<file path="src/rtl/tdl_pkg.sv">
package tdl_pkg;

    typedef enum logic [1:0] {
        ST_CLEAR = 2'd0,
        ST_FILL  = 2'd1,
        ST_FULL  = 2'd2
    } fill_state_t;

endpackage

</file>
<file path="src/rtl/tdl_addr_ctrl.sv">
module tdl_addr_ctrl
    import tdl_pkg::*;
#(
    parameter int N  = 4,
    parameter int M  = 5,
    parameter int AW = 3
) (
    input  logic          clk,
    input  logic          arst,
    input  logic          sclr,
    input  logic          en,
    output logic [AW-1:0] addr,
    output logic          wr_en,
    output logic [N-1:0]  tap_valid
);

    localparam int TOTAL = N * M;
    localparam int CW    = $clog2(TOTAL + 1);

    fill_state_t   state_q, state_d;
    logic [AW-1:0] addr_q, addr_d;
    logic [CW-1:0] cnt_q, cnt_d;
    logic          accept;

    assign accept = en && !sclr;
    assign wr_en  = accept;
    assign addr   = addr_q;

    // state register
    always_ff @(posedge clk or posedge arst) begin
        if (arst) begin
            state_q <= ST_CLEAR;
            addr_q  <= '0;
            cnt_q   <= '0;
        end else begin
            state_q <= state_d;
            addr_q  <= addr_d;
            cnt_q   <= cnt_d;
        end
    end

    // next state
    always_comb begin
        state_d = state_q;
        addr_d  = addr_q;
        cnt_d   = cnt_q;
        if (sclr) begin
            state_d = ST_CLEAR;
            addr_d  = '0;
            cnt_d   = '0;
        end else if (en) begin
            addr_d = (addr_q == AW'(M - 1)) ? '0 : addr_q + 1'b1;
            unique case (state_q)
                ST_CLEAR: begin
                    state_d = ST_FILL;
                    cnt_d   = CW'(1);
                end
                ST_FILL: begin
                    cnt_d = cnt_q + 1'b1;
                    if (cnt_q == CW'(TOTAL - 1)) state_d = ST_FULL;
                end
                ST_FULL: begin
                    cnt_d = cnt_q;
                end
                default: begin
                    state_d = ST_CLEAR;
                    cnt_d   = '0;
                end
            endcase
        end
    end

    // outputs: per-tap valid flags
    always_comb begin
        for (int k = 0; k < N; k++) begin
            unique case (state_q)
                ST_CLEAR: tap_valid[k] = 1'b0;
                ST_FILL:  tap_valid[k] = (cnt_q >= CW'((k + 1) * M));
                ST_FULL:  tap_valid[k] = 1'b1;
                default:  tap_valid[k] = 1'b0;
            endcase
        end
    end

    // no accept, no movement of address or fill count
    a_r4_addr_hold: assert property (@(posedge clk) disable iff (arst)
        (!en && !sclr) |=> ($stable(addr_q) && $stable(cnt_q)));

    // the address wraps after M accepted words
    a_r1_addr_wrap: assert property (@(posedge clk) disable iff (arst)
        (accept && addr_q == AW'(M - 1)) |=> (addr_q == '0));

    // a synchronous clear sends the counter home and empties the line
    a_r6_sclr_home: assert property (@(posedge clk) disable iff (arst)
        sclr |=> (addr_q == '0 && state_q == ST_CLEAR));

    // full is reached only through a partly filled line
    a_r7_full_entry: assert property (@(posedge clk) disable iff (arst)
        (state_q != ST_FULL) |=> (state_q != ST_FULL || $past(state_q) == ST_FILL));

endmodule

</file>
<file path="src/rtl/tdl_stage_bank.sv">
module tdl_stage_bank #(
    parameter int W  = 8,
    parameter int M  = 5,
    parameter int AW = 3
) (
    input  logic          clk,
    input  logic          arst,
    input  logic          we,
    input  logic [AW-1:0] addr,
    input  logic [W-1:0]  wdata,
    output logic [W-1:0]  rdata
);

    logic [W-1:0] mem [M];

    always_ff @(posedge clk) begin
        if (we) mem[addr] <= wdata;
    end

    // read the word at the current address before it is replaced
    assign rdata = mem[addr];

    // a written word lands at the address in use when it was written
    a_r1_write_lands: assert property (@(posedge clk) disable iff (arst)
        we |=> (mem[$past(addr)] == $past(wdata)));

endmodule

</file>
<file path="src/rtl/tdl_ram_tapline.sv">
module tdl_ram_tapline #(
    parameter int W = 8,
    parameter int N = 4,
    parameter int M = 5
) (
    input  logic           clk,
    input  logic           arst,
    input  logic           sclr,
    input  logic           en,
    input  logic [W-1:0]   din,
    output logic [W*N-1:0] taps,
    output logic [W-1:0]   dout
);

    localparam int AW = (M > 1) ? $clog2(M) : 1;

    // spacing below 3 is rejected
    if (M < 3) begin : g_r3_bad_spacing
        $error("tdl_ram_tapline: tap spacing M must be at least 3");
    end

    logic [AW-1:0] addr;
    logic          wr_en;
    logic [N-1:0]  tap_valid;
    logic [W-1:0]  stage_rd [N];

    tdl_addr_ctrl #(.N(N), .M(M), .AW(AW)) i_ctrl (
        .clk       (clk),
        .arst      (arst),
        .sclr      (sclr),
        .en        (en),
        .addr      (addr),
        .wr_en     (wr_en),
        .tap_valid (tap_valid)
    );

    for (genvar k = 0; k < N; k++) begin : g_stage
        logic [W-1:0] stage_in;
        if (k == 0) begin : g_head
            assign stage_in = din;
        end else begin : g_link
            assign stage_in = stage_rd[k-1];
        end

        tdl_stage_bank #(.W(W), .M(M), .AW(AW)) i_bank (
            .clk   (clk),
            .arst  (arst),
            .we    (wr_en),
            .addr  (addr),
            .wdata (stage_in),
            .rdata (stage_rd[k])
        );

        assign taps[k*W +: W] = (tap_valid[k] && !arst) ? stage_rd[k] : '0;
    end

    assign dout = taps[(N-1)*W +: W];

    // an edge without accept leaves every tap as it was
    a_r4_taps_hold: assert property (@(posedge clk) disable iff (arst)
        (!en && !sclr) |=> $stable(taps));

    // a synchronous clear zeroes all taps after the edge
    a_r6_sclr_zero: assert property (@(posedge clk) disable iff (arst)
        sclr |=> (taps == '0));

    // outputs are zero whenever the asynchronous clear is held
    always_comb begin
        if (arst) a_r5_arst_zero: assert (taps == '0 && dout == '0);
    end

endmodule

</file>
<file path="config.mk">
export PLATFORM = sky130hd
export DESIGN_NAME = tdl_ram_tapline
export DESIGN_NICKNAME = d
export VERILOG_FILES = /design/src/rtl/tdl_pkg.sv /design/src/rtl/tdl_addr_ctrl.sv /design/src/rtl/tdl_stage_bank.sv /design/src/rtl/tdl_ram_tapline.sv
export SDC_FILE = /design/constraint.sdc
export NUM_CORES = 1
export LEC_CHECK = 0
export ABC_AREA = 1
export BUFFER_PORTS_ARGS = -buffer_cell sky130_fd_sc_hd__buf_4
export CAP_MARGIN = 20
export CELL_PAD_IN_SITES_DETAIL_PLACEMENT = 1
export CELL_PAD_IN_SITES_GLOBAL_PLACEMENT = 1
export CORE_MARGIN = 1.5
export CORE_UTILIZATION = 43
export DETAILED_ROUTE_END_ITERATION = 8
export PLACE_DENSITY_LB_ADDON = 0.1
export SETUP_SLACK_MARGIN = 0.1
export SLEW_MARGIN = 15
export SYNTH_ARGS = -nofsm -noshare
export SYNTH_HDL_FRONTEND = slang
export SYNTH_HIERARCHICAL = 1
export SYNTH_SLANG_ARGS = --single-unit
</file>
<file path="constraint.sdc">
create_clock -name clk -period 1.79 [get_ports clk]
set_input_delay 0.0895 -clock clk [delete_from_list [all_inputs] [get_ports clk]]
set_output_delay 0.0895 -clock clk [all_outputs]
set_load 0.01 [all_outputs]
</file>
==> flow_summary.toml <==
[finish]
fill_cells = 1932
syn2layout_area_growth_pct = 32.5
n_antenna_cell = 0
finalNetCount = 970
layout-drive-gt1-share_pct = 32.5
postLayoutCellArea_um2 = 10500

[timing]
finClkSkew_ps = 13.7
layout_setup_ws_ps = -340
finalMaxSlewViolations = 0
finalSetupViolCount = 40
fmax_ghz = 0.470
fin_crit_sh_pct = 119
worstMarginPinSlew_ps = 485
fin_crit_ps = 2130
relSlewSlack_pct = 67.6
hold_viol = 0
rsz0062_at_grt = "yes"

[yosys]
syn_avg_cell_area_um2 = 10.2
synthesis.area_um2 = 7950
synth_compound_gate_area_share_pct = 1.09
ys_ff_latch = 170
synth_fa_ha_area_share_pct = 1.57
synth-edff-count = 160
synth_top_family_by_area = "simple AND/OR/NAND/NOR gates"
synthesis.nets = 803
synth_xor_area_share_pct = 0.110
synth_cell_types = 26
syn_inst = 781
synthArstFlopShare_pct = 5.88
muxShareOfSynthArea_pct = 0
seq_area_frac_synth_pct = 63.6
synth-simple-area-share_pct = 21.6
yosysWarnings = 6
synth-main-ff-cell = "edfxtp_1"

[place]
gp_congestion = 0.791
hpwl_mm = 13.6
pre_cts_slack_ps = 21.8
placed_area_um2 = 9080
io_buffers = 51

[grt]
grt_max_degree = 25
grt_overflow_total = 0
grt_pass1_vias = 6231
grt_pass1_wl_mm = 32.5
grt_antenna_before_repair = 0
track_usage_pct = 22.1

[critical_path]
crit_type = "reg -> out"
start_kind = "flop"
critPathArrivalTime_ps = 2040
reg2reg_setup_slack_ps = 130
worstPathMaxFanout = 8
cp.required_ps = 1700
cp-end-kind = "output pin"
r2r_cells = 7

[status]
status = "complete, but fails checks"
violations = "negative setup slack"

[power]
p_int_mw = 7.14
clkPwrFrac_pct = 36.4
p_leak_nw = 4.70
comb_power_share_pct = 16.5
switching_share_pct = 26.8
seq_power_share_pct = 47.2
p_sw_mw = 2.62
ir_drop_v = 0.000643
power_density_nw_per_um2 = 927
fin_total_pwr_mw = 9.76

[job]
max_cap_violations = 0

[drt]
first_iter_violations = 194
ant_nets = 0
drtPass1Iterations = 4
drt_wl_total_mm = 20.5
drc = 0
wl_per_cell_um = 17.2
viasPerCell = 4.81
vias = 5729

[cts]
h-tree-depth = 4
cts_sinks = 170
clkLatencyLatePin_ps = 440
cts_made_buffers = 17
cts_buffer_depth = 2
cts_tree = "built"
clk_pin_slew_ps = 70
cts_root_buffer = "clkbuf_16"

[die]
rows = 49
dieArea_um2 = 19300
coreArea_um2 = 18000
dieHeight_um = 139
die_x_um = 139
initial_core_util_pct = 44.1
ioPinCount = 52

[worst_hold_path]
hold_path_depth = 4
hp-class = "in -> reg"
-- area by class of cell --
| type | instances | area [um2] | area share, % |
|---|---|---|---|
| multi-input combinational | 397 | 2270 | 21.6 |
| sequential | 170 | 5060 | 48.0 |
| timing repair buffer | 172 | 1590 | 15.1 |
| clock inverter | 14 | 140 | 1.33 |
| inverter | 190 | 753 | 7.15 |
| clock buffer | 18 | 429 | 4.07 |
| tap | 229 | 287 | 2.72 |
-- per-stage QoR --
step	utilization, %	hold slack (ps)	TNS, ps	std cells
2_1_floorplan	-	-70.4	0	781
3_3_place_gp	50.4	140	0	1111
3_5_place_dp	50.4	150	0	1111
4_1_cts	56.8	17.9	-8640	1174
5_1_grt	58.4	31.9	-13740	1190
6_report	58.4	34.7	-10210	1190
-- state kept, by name, indices dropped and copies added, names as in the netlist --
name / count
i_ctrl/addr: 3
i_ctrl/state_q: 2
g_stage.i_bank/mem: 160
i_ctrl/cnt_q: 5
-- cell usage after synthesis, types with 4 or more instances --
cell | n | area [um2]
nor2_4 | 10 | 113
dfrtp_1 | 10 | 250
nor3_2 | 8 | 80.1
nor2_1 | 41 | 154
a21oi_1 | 5 | 25.0
nand2_1 | 197 | 739
inv_2 | 9 | 33.8
nor3b_1 | 4 | 30.0
o22ai_1 | 4 | 25.0
buf_6 | 12 | 135
nor2_2 | 5 | 31.3
ha_1 | 10 | 125
o21ai_0 | 4 | 20.0
buf_4 | 12 | 90.1
nand2_4 | 5 | 56.3
inv_6 | 4 | 35.0
edfxtp_1 | 160 | 4800
nand3_1 | 98 | 490
inv_1 | 176 | 661
-- placed cells by master, fill, tap and decap left out, types with 5 or more instances in the layout --
cell / n
buf_6: 29
edfxtp_1: 160
inv_1: 165
dfrtp_1: 7
clkbuf_16: 17
nor2_1: 13
nor2_2: 22
nand3_2: 15
dlygate4sd3_1: 9
inv_6: 7
clkinvlp_4: 5
nand2_1: 194
buf_4: 123
inv_2: 17
nand3_1: 83
nor2_4: 21
buf_12: 8
-- what timing repair did --
item | 4_1_cts | 5_1_grt
hold endpoints to repair | 50 | 0
setup buffers | 19 | 16
gates cloned | 3 | 0
pin swaps | 22 | 18
hold buffers | 9 | 0
endpoints found under the setup margin | 40 | 106
gates resized for setup | 68 | 51
-- final timing paths --
path	start	to
worst max-delay path	i_ctrl/cnt_q[1]$_DFFE_PP0P_	taps[5]
worst min-delay path	en	i_ctrl/addr[2]$_DFFE_PP0P_
worst max register to register	i_ctrl/addr[2]$_DFFE_PP0P_	g_stage[0].i_bank/mem[1][7]$_DFFE_PP_
worst min register to register	i_ctrl/state_q[0]$_DFFE_PP0P_	i_ctrl/state_q[0]$_DFFE_PP0P_
max in group asynchronous	arst	i_ctrl/addr[2]$_DFFE_PP0P_
min in group asynchronous	arst	i_ctrl/cnt_q[0]$_DFFE_PP0P_
-- layer usage --
metal  vias up  part of all wire, %  routed length (um)  GRT usage [%]
met4         0                  2.3                 476           8.39
li1       2788                    -                   -              -
met3        35                  2.7                 560           4.14
met1      2800                   42                8550           25.4
met5         -                    0                   0              0
met2       106                   53               10900           40.8
-- logic make-up (layout without fill, tap and decap cells) --
kind of cell    count (synthesis)  after routing
fa+ha+maj                      10             10
buf+inv                       214            394
simple gates                  371            371
compound gates                 15             15
xor+xnor                        1              1
flops                         170            170
-- critical path, stage by stage (launching register included) --
cell	delay (ps)
dfrtp_1	380
buf_4	140
buf_6	120
inv_6	50
ha_4	110
o21ai_1	70
nand2_1	70
nand2_1	60
a21oi_2	180
nand2_4	150
nor2_2	130
buf_4	130
-- power by group through the flow --
stage | Combinational, mW | Sequential, mW | Clock (mW)
2_1_floorplan | 0.710 | 4.69 | 0
3_3_place_gp | 1.23 | 4.68 | 0
3_5_place_dp | 1.28 | 4.69 | 0
4_1_cts | 1.50 | 4.60 | 3.62
5_1_grt | 1.76 | 4.61 | 3.76
6_report | 1.61 | 4.60 | 3.55
No activity file was read; power rests on OpenSTA's default activity.
